$ cat config.mk
export PLATFORM = sky130hd
export DESIGN_NAME = rtc_wdog_irq
export DESIGN_NICKNAME = d
export VERILOG_FILES = /design/src/rtl/rwd_pkg.sv /design/src/rtl/rwd_counter.sv /design/src/rtl/rwd_irq_out.sv /design/src/rtl/rtc_wdog_irq.sv
export SDC_FILE = /design/constraint.sdc
export NUM_CORES = 1
export LEC_CHECK = 0
export BUFFER_PORTS_ARGS = -buffer_cell sky130_fd_sc_hd__buf_2
export CAP_MARGIN = 20
export CELL_PAD_IN_SITES_DETAIL_PLACEMENT = 0
export CELL_PAD_IN_SITES_GLOBAL_PLACEMENT = 1
export CORE_MARGIN = 1
export CORE_UTILIZATION = 41
export DETAILED_ROUTE_END_ITERATION = 8
export PLACE_DENSITY_LB_ADDON = 0.1
export SKIP_LAST_GASP = 1
export SLEW_MARGIN = 20
export SYNTH_ARGS = -nofsm -noshare
export SYNTH_HDL_FRONTEND = slang
export SYNTH_HIERARCHICAL = 1
export SYNTH_SLANG_ARGS = --single-unit
$ cat constraint.sdc
create_clock -name clk -period 2.5 [get_ports clk]
set_input_delay 0.25 -clock clk [delete_from_list [all_inputs] [get_ports clk]]
set_output_delay 0.25 -clock clk [all_outputs]
set_load 0.02 [all_outputs]
$ cat src/rtl/rwd_pkg.sv
// Package: shared register addresses and bit positions of the tick watchdog.
// Assumes an 8-bit register interface with a 2-bit address.
package rwd_pkg;
    localparam int DATA_W  = 8;
    localparam int ADDR_W  = 2;
    localparam int TMO_W   = 6;
    localparam int NSRC    = 3;

    localparam logic [ADDR_W-1:0] A_WDOG  = 2'd0;
    localparam logic [ADDR_W-1:0] A_CTRL  = 2'd1;
    localparam logic [ADDR_W-1:0] A_FLAGS = 2'd2;

    // watchdog register bits
    localparam int B_RESTART = 6;
    localparam int B_LOCK    = 7;

    // control register bits
    localparam int B_PULSE = 0;
    localparam int B_POL   = 1;
    localparam int B_PFEN  = 5;
    localparam int B_ALEN  = 6;
    localparam int B_WDEN  = 7;

    // flag indices
    localparam int F_WD = 0;
    localparam int F_AL = 1;
    localparam int F_PF = 2;
endpackage

$ cat src/rtl/rwd_counter.sv
// Module: countdown of the watchdog, one step per tick.
// Assumes tick is a single-clock pulse. A reload wins over a tick in the same cycle.
// expire pulses for one clock on the tick that takes the count from 1 to 0.
module rwd_counter #(
    parameter int TMO_W = 6
) (
    input  logic             clk,
    input  logic             rst_n,
    input  logic             tick,
    input  logic             reload,
    input  logic [TMO_W-1:0] load_val,
    output logic             expire
);
    logic [TMO_W-1:0] cnt_q;

    // expiry when a tick meets a count of one and no reload is pending
    assign expire = tick && !reload && (cnt_q == TMO_W'(1));

    // count register: reload, else step down on tick while nonzero
    always_ff @(posedge clk) begin
        if (!rst_n) begin
            cnt_q <= '0;
        end else if (reload) begin
            cnt_q <= load_val;
        end else if (tick && cnt_q != '0) begin
            cnt_q <= cnt_q - TMO_W'(1);
        end
    end
endmodule

$ cat src/rtl/rwd_irq_out.sv
// Module: merges flags into one interrupt pin, with level or pulse mode.
// Assumes set_evt marks the cycle a flag is set. A new enabled event in pulse mode restarts the pulse.
module rwd_irq_out #(
    parameter int NSRC       = 3,
    parameter int PULSE_CLKS = 8
) (
    input  logic            clk,
    input  logic            rst_n,
    input  logic [NSRC-1:0] flags,
    input  logic [NSRC-1:0] set_evt,
    input  logic [NSRC-1:0] en,
    input  logic            active_high,
    input  logic            pulse_mode,
    output logic            pin
);
    localparam int PW = $clog2(PULSE_CLKS + 1);

    logic [PW-1:0] pcnt_q;
    logic          level_act;
    logic          trig;
    logic          act;

    // enabled-source summaries
    assign level_act = |(flags & en);
    assign trig      = |(set_evt & en);

    // pulse length counter
    always_ff @(posedge clk) begin
        if (!rst_n) begin
            pcnt_q <= '0;
        end else if (trig && pulse_mode) begin
            pcnt_q <= PW'(PULSE_CLKS);
        end else if (pcnt_q != '0) begin
            pcnt_q <= pcnt_q - PW'(1);
        end
    end

    // mode and polarity selection for the pin
    always_comb begin
        act = pulse_mode ? (pcnt_q != '0) : level_act;
        pin = active_high ? act : !act;
    end
endmodule

$ cat src/rtl/rtc_wdog_irq.sv
// Module: top of the tick watchdog. Holds the three registers and ties the
// countdown and pin logic together.
// Assumes reads and writes do not occur in the same cycle.
module rtc_wdog_irq #(
    parameter int PULSE_CLKS = 8
) (
    input  logic       clk,
    input  logic       rst_n,
    input  logic       tick,
    input  logic       reg_wr,
    input  logic       reg_rd,
    input  logic [1:0] reg_addr,
    input  logic [7:0] reg_wdata,
    output logic [7:0] reg_rdata,
    input  logic       alarm_evt,
    input  logic       pwrfail_evt,
    output logic       irq_pin
);
    import rwd_pkg::*;

    logic [TMO_W-1:0] timeout_q;
    logic             lock_q;
    logic             wd_en_q, al_en_q, pf_en_q, pol_q, pulse_q;
    logic [NSRC-1:0]  flags_q;

    logic             wd_wr, ctl_wr, flg_rd, tmo_acc, reload, expire;
    logic [TMO_W-1:0] load_val;
    logic [NSRC-1:0]  set_evt;

    // decode of the register strobes
    assign wd_wr    = reg_wr && reg_addr == A_WDOG;
    assign ctl_wr   = reg_wr && reg_addr == A_CTRL;
    assign flg_rd   = reg_rd && reg_addr == A_FLAGS;
    assign tmo_acc  = wd_wr && !lock_q;
    assign reload   = tmo_acc || (wd_wr && reg_wdata[B_RESTART]);
    assign load_val = tmo_acc ? reg_wdata[TMO_W-1:0] : timeout_q;

    // watchdog register: timeout guarded by the stored lock bit
    always_ff @(posedge clk) begin
        if (!rst_n) begin
            timeout_q <= '0;
            lock_q    <= 1'b0;
        end else if (wd_wr) begin
            lock_q <= reg_wdata[B_LOCK];
            if (!lock_q) timeout_q <= reg_wdata[TMO_W-1:0];
        end
    end

    // interrupt control register
    always_ff @(posedge clk) begin
        if (!rst_n) begin
            {wd_en_q, al_en_q, pf_en_q, pol_q, pulse_q} <= '0;
        end else if (ctl_wr) begin
            wd_en_q <= reg_wdata[B_WDEN];
            al_en_q <= reg_wdata[B_ALEN];
            pf_en_q <= reg_wdata[B_PFEN];
            pol_q   <= reg_wdata[B_POL];
            pulse_q <= reg_wdata[B_PULSE];
        end
    end

    rwd_counter #(.TMO_W(TMO_W)) u_cnt (
        .clk      (clk),
        .rst_n    (rst_n),
        .tick     (tick),
        .reload   (reload),
        .load_val (load_val),
        .expire   (expire)
    );

    // event vector in flag order
    always_comb begin
        set_evt       = '0;
        set_evt[F_WD] = expire;
        set_evt[F_AL] = alarm_evt;
        set_evt[F_PF] = pwrfail_evt;
    end

    // flag register: a read clears, a new event in the same cycle is kept
    always_ff @(posedge clk) begin
        if (!rst_n) begin
            flags_q <= '0;
        end else begin
            flags_q <= (flg_rd ? '0 : flags_q) | set_evt;
        end
    end

    rwd_irq_out #(.NSRC(NSRC), .PULSE_CLKS(PULSE_CLKS)) u_irq (
        .clk         (clk),
        .rst_n       (rst_n),
        .flags       (flags_q),
        .set_evt     (set_evt),
        .en          ({pf_en_q, al_en_q, wd_en_q}),
        .active_high (pol_q),
        .pulse_mode  (pulse_q),
        .pin         (irq_pin)
    );

    // read data multiplexer
    always_comb begin
        reg_rdata = '0;
        unique case (reg_addr)
            A_WDOG: begin
                reg_rdata[TMO_W-1:0] = timeout_q;
                reg_rdata[B_LOCK]    = lock_q;
            end
            A_CTRL: begin
                reg_rdata[B_WDEN]  = wd_en_q;
                reg_rdata[B_ALEN]  = al_en_q;
                reg_rdata[B_PFEN]  = pf_en_q;
                reg_rdata[B_POL]   = pol_q;
                reg_rdata[B_PULSE] = pulse_q;
            end
            A_FLAGS: reg_rdata[NSRC-1:0] = flags_q;
            default: reg_rdata = '0;
        endcase
    end
endmodule

==> results of run 1 <==
[kinds of logic after synthesis]
group,count (synthesis),share of synthesized area
AOI/OAI and AO/OA,27,0.122
xor gates and xnor gates,2,0.0119
adders and majority gates,4,0.0340
buffers and inverters,15,0.0459
DFF,25,0.340
muxes,24,0.178
and+or+nand+nor,73,0.268
[sequential cells by signal, indices dropped and copies added (netlist names)]
register      flops
pf_en_q           1
al_en_q           1
pulse_q           1
flags_q           3
pol_q             1
u_cnt/cnt_q       6
timeout_q         6
wd_en_q           1
lock_q            1
u_irq/pcnt_q      4
[routing by layer]
layer / vias up / part of all wire / track usage
met5: - / 0 / 0
met4: 0 / 0.0049 / 0.0286
met2: 22 / 0.45 / 0.298
met3: 2 / 0.037 / 0.0435
met1: 602 / 0.51 / 0.261
li1: 655 / - / -
[how the worst max path moves through the flow]
stage / startpoint / end / cells past startpoint
floorplan: reg_addr[0] / u_irq/pcnt_q[1] / 7
global placement: reg_addr[0] / u_irq/pcnt_q[1] / 8
detailed placement: reg_addr[0] / u_irq/pcnt_q[1] / 8
CTS: u_irq/pcnt_q[0] / irq_pin / 6
global route: reg_addr[0] / u_irq/pcnt_q[1] / 8
finish: u_irq/pcnt_q[0] / irq_pin / 6
[critical path, delay by kind of cell, from the launching register on]
kind | cells | cell delay (ps)
adders and majority gates | 1 | 220
and+or+nand+nor | 1 | 410
xor gates and xnor gates | 1 | 160
buffers and inverters | 2 | 270
muxes | 1 | 170
DFF | 1 | 340
[cell type report]
cell class	count	area (µm²)
Sequential cell	25	500
Fill cell	330	1720
Clock buffer	3	22.5
Inverter	7	26.3
Tap cell	46	57.6
Multi-Input combinational cell	130	905
Clock inverter	1	5.00
Timing Repair Buffer	29	155
[power by group through the flow]
| stage | registers [W] | logic [W] | clock network [W] |
|---|---|---|---|
| global placement | 0.000562 | 0.000489 | 0 |
| detailed placement | 0.000562 | 0.000496 | 0 |
| floorplan | 0.000543 | 0.000393 | 0 |
| global route | 0.000566 | 0.000561 | 0.000210 |
| CTS | 0.000554 | 0.000497 | 0.000197 |
| finish | 0.000554 | 0.000497 | 0.000184 |
[metrics by stage]
stage | cell area (µm²) | total power [W] | setup WS, ps
2_1_floorplan | 1470 | 0.000936 | 497
3_3_place_gp | 1640 | 0.00105 | 302
3_5_place_dp | 1640 | 0.00106 | 89.0
4_1_cts | 1670 | 0.00125 | 359
5_1_grt | 1670 | 0.00134 | 177
6_report | 1670 | 0.00124 | 367
[cell usage in the layout (no fill, tap or decap), drive strengths merged, types with 2 or more instances in the layout]
cell,n
nand2,32
buf,29
dfxtp,25
mux2i,18
nor2,11
o21ai,10
inv,7
nand3,7
mux2,6
nor3b,4
ha,4
nor3,4
nor4bb,3
clkbuf,3
a31oi,3
a21oi,3
o2bb2ai,2
and2,2
o31ai,2
a222oi,2
xnor2,2
==> flow_summary.yaml, run 1 <==
setup_path:
  worstSetupEndpointType: "output port"
  r2r_cells: 6
  crit_path_top_delay_cell: "nor3b_1"
  r2r-start: "lock_q"
  worst-path-max-fanout: 5
  critPathMaxStageDelay_ps: 410
  crit_path_start_kind: "flip-flop"
  arrival_ps: 1880
  regToRegSetupSlack_ps: 440
  criticalPathCategory: "flip-flop to output port"
  path_cells: "inv_1, ha_1, nor3b_1, mux2i_1, xnor2_1, buf_2"
  cp.required_ps: 2250
  r2r-end: "u_irq/pcnt_q[1]"
power_and_ir_drop:
  p_sw_frac: 0.382
  power_frac_comb: 0.402
  p_int_w: 0.000764
  p_sw_w: 0.000472
  p_clk_frac: 0.149
  ir_drop_v: 0.000317
  powerDensity_mw_per_mm2: 739
  power.leakage_nw: 0.684
  seqPwrFrac: 0.449
drt:
  vias_per_cell: 5.32
  vias: 1281
  drt_first_pass_iters: 4
  ant_nets: 0
  drcViolationCount: 0
  wl_per_cell_um: 13.5
  drt_iter0_drc: 65
  drt-total-wl_mm: 3.25
yosys:
  yosysTopAreaCellShare: 0.340
  synth_most_common_cell: "nand2_1"
  seq_area_frac_synth: 0.340
  synth_commonest_cells: "32 x nand2_1, 25 x dfxtp_1, 18 x mux2i_1, 11 x nor2_1, 8 x o21ai_0"
  syn_nets: 191
  ys_ff_latch: 25
  yosysWarnings: 6
  async_flop_share: 0
  yosysTopAreaCell: "dfxtp_1"
  ys_types: 40
  synth_area_per_cell_um2: 8.66
  synthesis.area_mm2: 0.00147
  synthFlopType: "dfxtp_1"
  yosys-top-cells-area: "dfxtp_1 34%, mux2i_1 12%, nand2_1 8.2%"
  syn_inst: 170
  synth_edf_count: 0
clock_network:
  cts_resized: 0
  cts_root_buf: "clkbuf_4"
  cts_max_level: 1
  clk_pin_slew_ps: 140
  cts_max_path_buffers: 2
  numCtsBuffers: 3
  cts.sinks: 25
  postCtsSetupBuffers: 0
  cts_tree: "yes"
  clock_latency_ps: 320
  cts_hold_buf: 0
floorplan:
  die_h_um: 61.9
  start_util: 0.434
  io-pin-count: 26
  rows: 21
  die_w_um: 61.9
  core_mm2: 0.00339
  dieArea_mm2: 0.00384
layout:
  nets: 217
  postLayoutCoreUtil: 0.493
  antenna_cells: 0
  drive_above_1_share: 0.226
  stdcell_count: 241
  syn_to_final_growth_pct: 13.5
timing:
  tns_ps: 0
  setup_violations: 0
  fmax_mhz: 469
  slew_headroom: 0.593
  post-route-period-util: 0.853
  hold_ws_ps: 162
  slew_violations: 0
  grt_setup_unrepaired: "false"
  clock_skew_ps: 10.4
  tightestPinTransition_ps: 610
  finalHoldViolations: 0
  period_minus_slack_ps: 2130
placement:
  hpwl_mm: 2.47
  place.gp.congestion: 0.828
  numPortBuffers: 25
  dp_cells: 237
global_routing:
  grt.total_usage: 0.186
  grt_pass1_vias: 1085
  grt_max_degree: 38
  grt_overflow: 0
  grt_first_pass_wirelength_mm: 5.18
  grt_antenna_before_repair: 0
job:
  cap_violations: 0
worst_hold_path:
  min_from: "reg_wdata[3]"
  holdPathEnd: "timeout_q[3]"
  hold_path.class: "input port to flip-flop"
  hold_depth: 3
outcome:
  status: "completed"
(Power assumes the default switching activity.)
==> run 2: changes to the inputs <==
- CORE_UTILIZATION: 41 -> 44
- PLACE_DENSITY_LB_ADDON: 0.1 -> 0.25
- clock period: 2.5 -> 2.7 ns (I/O delays scaled with it)
==> flow_summary.yaml, run 2 (synthesis results as in run 1) <==
global_routing:
  use_met1: 0.281
  grt.total_usage: 0.217
  grt_overflow: 0
  grt_max_degree: 38
  grt_pass1_vias: 1275
  met2_usage: 0.376
  grt_antenna_before_repair: 0
  grt_most_used_layer: "met2"
  met3_usage: 0.0476
  grt_first_pass_wirelength_mm: 5.80
placement:
  hpwl_mm: 2.62
  dp_cells: 233
  place.gp.congestion: 0.794
  numPortBuffers: 25
  pre_cts_slack_ps: 246
drt:
  drcViolationCount: 0
  vias: 1300
  drt_first_pass_iters: 4
  drt-total-wl_mm: 3.42
  drt_iter0_drc: 53
  vias_per_cell: 5.49
  wl_per_cell_um: 14.4
  ant_nets: 0
setup_path:
  crit_path_top_delay_cell: "a222oi_1"
  r2r-end: "u_irq/pcnt_q[1]"
  r2r-start: "lock_q"
  regToRegSetupSlack_ps: 730
  critical_path.top_delay_family: "compound AO/OA/AOI/OAI gates"
  crit_cells: 8
  criticalPathCategory: "input port to flip-flop"
  critPathMaxStageDelay_ps: 430
  worst-path-max-fanout: 14
  cp.required_ps: 2930
  arrival_ps: 2340
  crit_path_start_kind: "input port"
  r2r_cells: 6
  cp.buffers_inverters: 1
  worstSetupEndpointType: "flip-flop"
  path_cells: "buf_2, nor3b_1, a21boi_0, nor2_1, and4_1, a222oi_1, o21ai_1, a211oi_1"
clock_network:
  cts_root_buf: "clkbuf_4"
  numCtsBuffers: 3
  cts_max_path_buffers: 2
  cts_max_level: 1
  cts_resized: 0
  cts.sinks: 25
  cts_hold_buf: 0
  postCtsSetupBuffers: 0
  clk_pin_slew_ps: 140
  cts_tree: "yes"
  clock_latency_ps: 320
timing:
  hold_ws_ps: 197
  clock_skew_ps: 9.37
  tightestPinTransition_ps: 590
  slew_violations: 0
  fmax_mhz: 474
  setup_violations: 0
  period_minus_slack_ps: 2110
  grt_setup_unrepaired: "false"
  tns_ps: 0
  finalHoldViolations: 0
  post-route-period-util: 0.782
  slew_headroom: 0.607
  setup_ws_ps: 590
worst_hold_path:
  hold_depth: 3
  min_from: "reg_wdata[6]"
  hold_path.class: "input port to flip-flop"
  holdPathEnd: "al_en_q"
layout:
  final_cell_mix: "32 x nand2_1, 25 x dfxtp_1, 25 x buf_2, 18 x mux2i_1, 11 x nor2_1"
  layout_commonest_cell: "nand2_1"
  nets: 215
  stdcell_count: 237
  reg_top3: "timeout_q: 6 flops, u_cnt/cnt_q: 6 flops, u_irq/pcnt_q: 4 flops"
  drive_above_1_share: 0.212
  syn_to_final_growth_pct: 12.2
  antenna_cells: 0
floorplan:
  core_mm2: 0.00310
  rows: 20
  io-pin-count: 26
  dieArea_mm2: 0.00358
  die_h_um: 59.9
  start_util: 0.475
  die_w_um: 59.9
outcome:
  status: "completed"
job:
  cap_violations: 0
power_and_ir_drop:
  power_w: 0.00115
  power.leakage_nw: 0.672
  powerDensity_mw_per_mm2: 698
  ir_drop_v: 0.000388
==> run 2: cell count changes in the layout (fill, tap and decap cells not counted) <==
cell,previous run,this run
buf_4,4,2
clkbuf_1,0,1
clkinv_2,1,0
==> run 2: power by group <==
part / internal (W) / switching [W]
clock network: 0.0000577 / 0.000109
registers: 0.000440 / 0.0000773
logic: 0.000210 / 0.000260
total: 0.000708 / 0.000446
==> run 2: routing by layer <==
layer,wire length (µm),vias up
li1,-,651
met1,1590,614
met2,1650,33
met3,155,2
met4,23,0
met5,0,-
==> run 2: layout make-up <==
class | count | area [µm²]
fill | 321 | 1450
multi-input combinational | 130 | 905
sequential | 25 | 500
timing repair buffer | 27 | 140
tap | 44 | 55.1
clock buffer | 4 | 26.3
inverter | 7 | 26.3
==> run 2: worst max path at each step <==
stage                            from         endpoint  slack (ps)
final                     reg_addr[0]  u_irq/pcnt_q[1]         590
after global routing      reg_addr[0]  u_irq/pcnt_q[1]         380
after CTS                 reg_addr[0]  u_irq/pcnt_q[1]         580
after detailed placement  reg_addr[0]  u_irq/pcnt_q[1]         250
after global placement    reg_addr[0]  u_irq/pcnt_q[1]         410
after floorplan           reg_addr[0]  u_irq/pcnt_q[1]         680
==> run 2: per-stage QoR <==
step | util | area, µm²
after floorplan | - | 1470
after CTS | 0.533 | 1650
after global routing | 0.533 | 1650
final | 0.533 | 1650
after global placement | 0.524 | 1630
after detailed placement | 0.524 | 1630
==> run 2: worst min-delay path, stage by stage <==
cell,delay (ps)
buf_2,110
nand2_1,50
mux2i_1,60
==> run 3: changes to the inputs <==
- CORE_UTILIZATION: 44 -> 41
- clock period: 2.7 -> 2 ns (I/O delays scaled with it)
==> flow_summary.yaml, run 3 (synthesis results as in run 1) <==
setup_path:
  critPathMaxStageDelay_ps: 360
  worst-path-max-fanout: 5
  arrival_ps: 1660
  path_cells: "inv_1, ha_1, nor3b_4, mux2i_2, xnor2_1, buf_2"
  crit_path_top_delay_cell: "dfxtp_1"
  worstSetupEndpointType: "output port"
  crit_path_start_kind: "flip-flop"
  criticalPathCategory: "flip-flop to output port"
  cp.required_ps: 1800
timing:
  period_minus_slack_ps: 1860
  setup_ws_ps: 145
  fmax_mhz: 539
  hold_ws_ps: 111
  slew_headroom: 0.689
  clock_skew_ps: 2.51
  setup_violations: 0
  post-route-period-util: 0.928
  slew_violations: 0
  tightestPinTransition_ps: 467
  finalHoldViolations: 0
drt:
  vias: 1325
  ant_nets: 0
  drt_first_pass_iters: 4
  drcViolationCount: 0
  drt_iter0_drc: 63
  drt-total-wl_mm: 3.41
  wl_per_cell_um: 13.8
  vias_per_cell: 5.34
power_and_ir_drop:
  power.leakage_nw: 0.730
  powerDensity_mw_per_mm2: 934
  ir_drop_v: 0.000339
clock_network:
  numCtsBuffers: 3
  clock_latency_ps: 320
  cts_max_path_buffers: 2
  cts_root_buf: "clkbuf_4"
  cts.sinks: 25
  cts_tree: "yes"
  clk_pin_slew_ps: 140
  cts_hold_buf: 0
  cts_max_level: 1
global_routing:
  grt.total_usage: 0.196
  grt_overflow: 0
  grt_max_degree: 28
  grt_most_used_layer: "met2"
  grt_pass1_vias: 1191
  grt_first_pass_wirelength_mm: 5.40
  grt_antenna_before_repair: 0
  met2_usage: 0.316
  use_met1: 0.252
  met3_usage: 0.0538
floorplan:
  die_w_um: 61.9
  io-pin-count: 26
  core_mm2: 0.00339
  rows: 21
  die_h_um: 61.9
  start_util: 0.434
  dieArea_mm2: 0.00384
placement:
  numPortBuffers: 25
  place.gp.congestion: 0.796
  dp_cells: 243
  hpwl_mm: 2.50
  pre_cts_slack_ps: -245
layout:
  layout_commonest_cell: "nand2_1"
  syn_to_final_growth_pct: 19.0
  final_cell_mix: "32 x nand2_1, 25 x buf_2, 24 x dfxtp_1, 17 x mux2i_1, 11 x nor2_1"
  stdcell_count: 248
  nets: 224
  drive_above_1_share: 0.267
  antenna_cells: 0
  reg_top3: "timeout_q: 6 flops, u_cnt/cnt_q: 6 flops, u_irq/pcnt_q: 4 flops"
  fillers: 335
worst_hold_path:
  hold_path.class: "input port to flip-flop"
job:
  cap_violations: 0
outcome:
  status: "completed"
[run 3: cell count changes in the layout (fill, tap and decap cells not counted), sizes merged]
cell / change
clkinv: +1
buf: +9
clkbuf: -1
[run 3: cell type report]
| cell class | instances | area, µm² | share of cell area |
|---|---|---|---|
| multi-input combinational | 130 | 920 | 0.525 |
| sequential | 25 | 502 | 0.286 |
| timing repair buffer | 36 | 220 | 0.126 |
| tap | 46 | 57.6 | 0.0328 |
| inverter | 7 | 26.3 | 0.0150 |
| clock buffer | 3 | 22.5 | 0.0128 |
| clock inverter | 1 | 5.00 | 0.00286 |
[run 3: layer usage]
metal,routed length [µm],vias to the layer above
li1,-,668
met2,1590,32
met3,151,6
met1,1610,619
met4,56,0
met5,0,-
[run 3: power breakdown]
group | switching, W | internal [W] | total [W]
Sequential | 0.000113 | 0.000596 | 0.000709
Clock | 0.000159 | 0.0000751 | 0.000234
Combinational | 0.000348 | 0.000346 | 0.000695
Total | 0.000621 | 0.00102 | 0.00164
[run 3: path summary, 6_finish.rpt]
kind / from / to / slack [ps] / depth (start not counted)
max reg2reg: u_cnt/cnt_q[1] / u_irq/pcnt_q[1] / 150 / 6
min: reg_wdata[3] / timeout_q[3] / 110 / 3
max: u_irq/pcnt_q[0] / irq_pin / 140 / 6
min reg2reg: timeout_q[4] / timeout_q[4] / 480 / 2
[run 3: through the flow]
stage	TNS (ps)	area (µm²)	utilization	power [W]
final	0	1750	0.517	0.00164
after global routing	-17.4	1750	0.517	0.00178
after CTS	0	1730	0.512	0.00160
after detailed placement	-596	1700	0.502	0.00135
after global placement	-158	1700	0.502	0.00132
after floorplan	0	1470	-	0.00117
[run 3: what timing repair did]
| action | CTS | global route |
|---|---|---|
| setup endpoints to repair | 1 | 2 |
| pin swaps | 0 | 0 |
| buffers inserted | 0 | 1 |
| gates resized for setup | 1 | 4 |
| endpoints found under the hold margin | 0 | 0 |
[run 3: worst max-delay path: cells and delay by family, from the launching register on]
family / cells / cell delay [ps]
adder cells (fa/ha/maj): 1 / 250
AND/OR/NAND/NOR: 1 / 180
buffers and inverters: 2 / 240
multiplexers: 1 / 180
XOR/XNOR: 1 / 130
flip-flops: 1 / 360
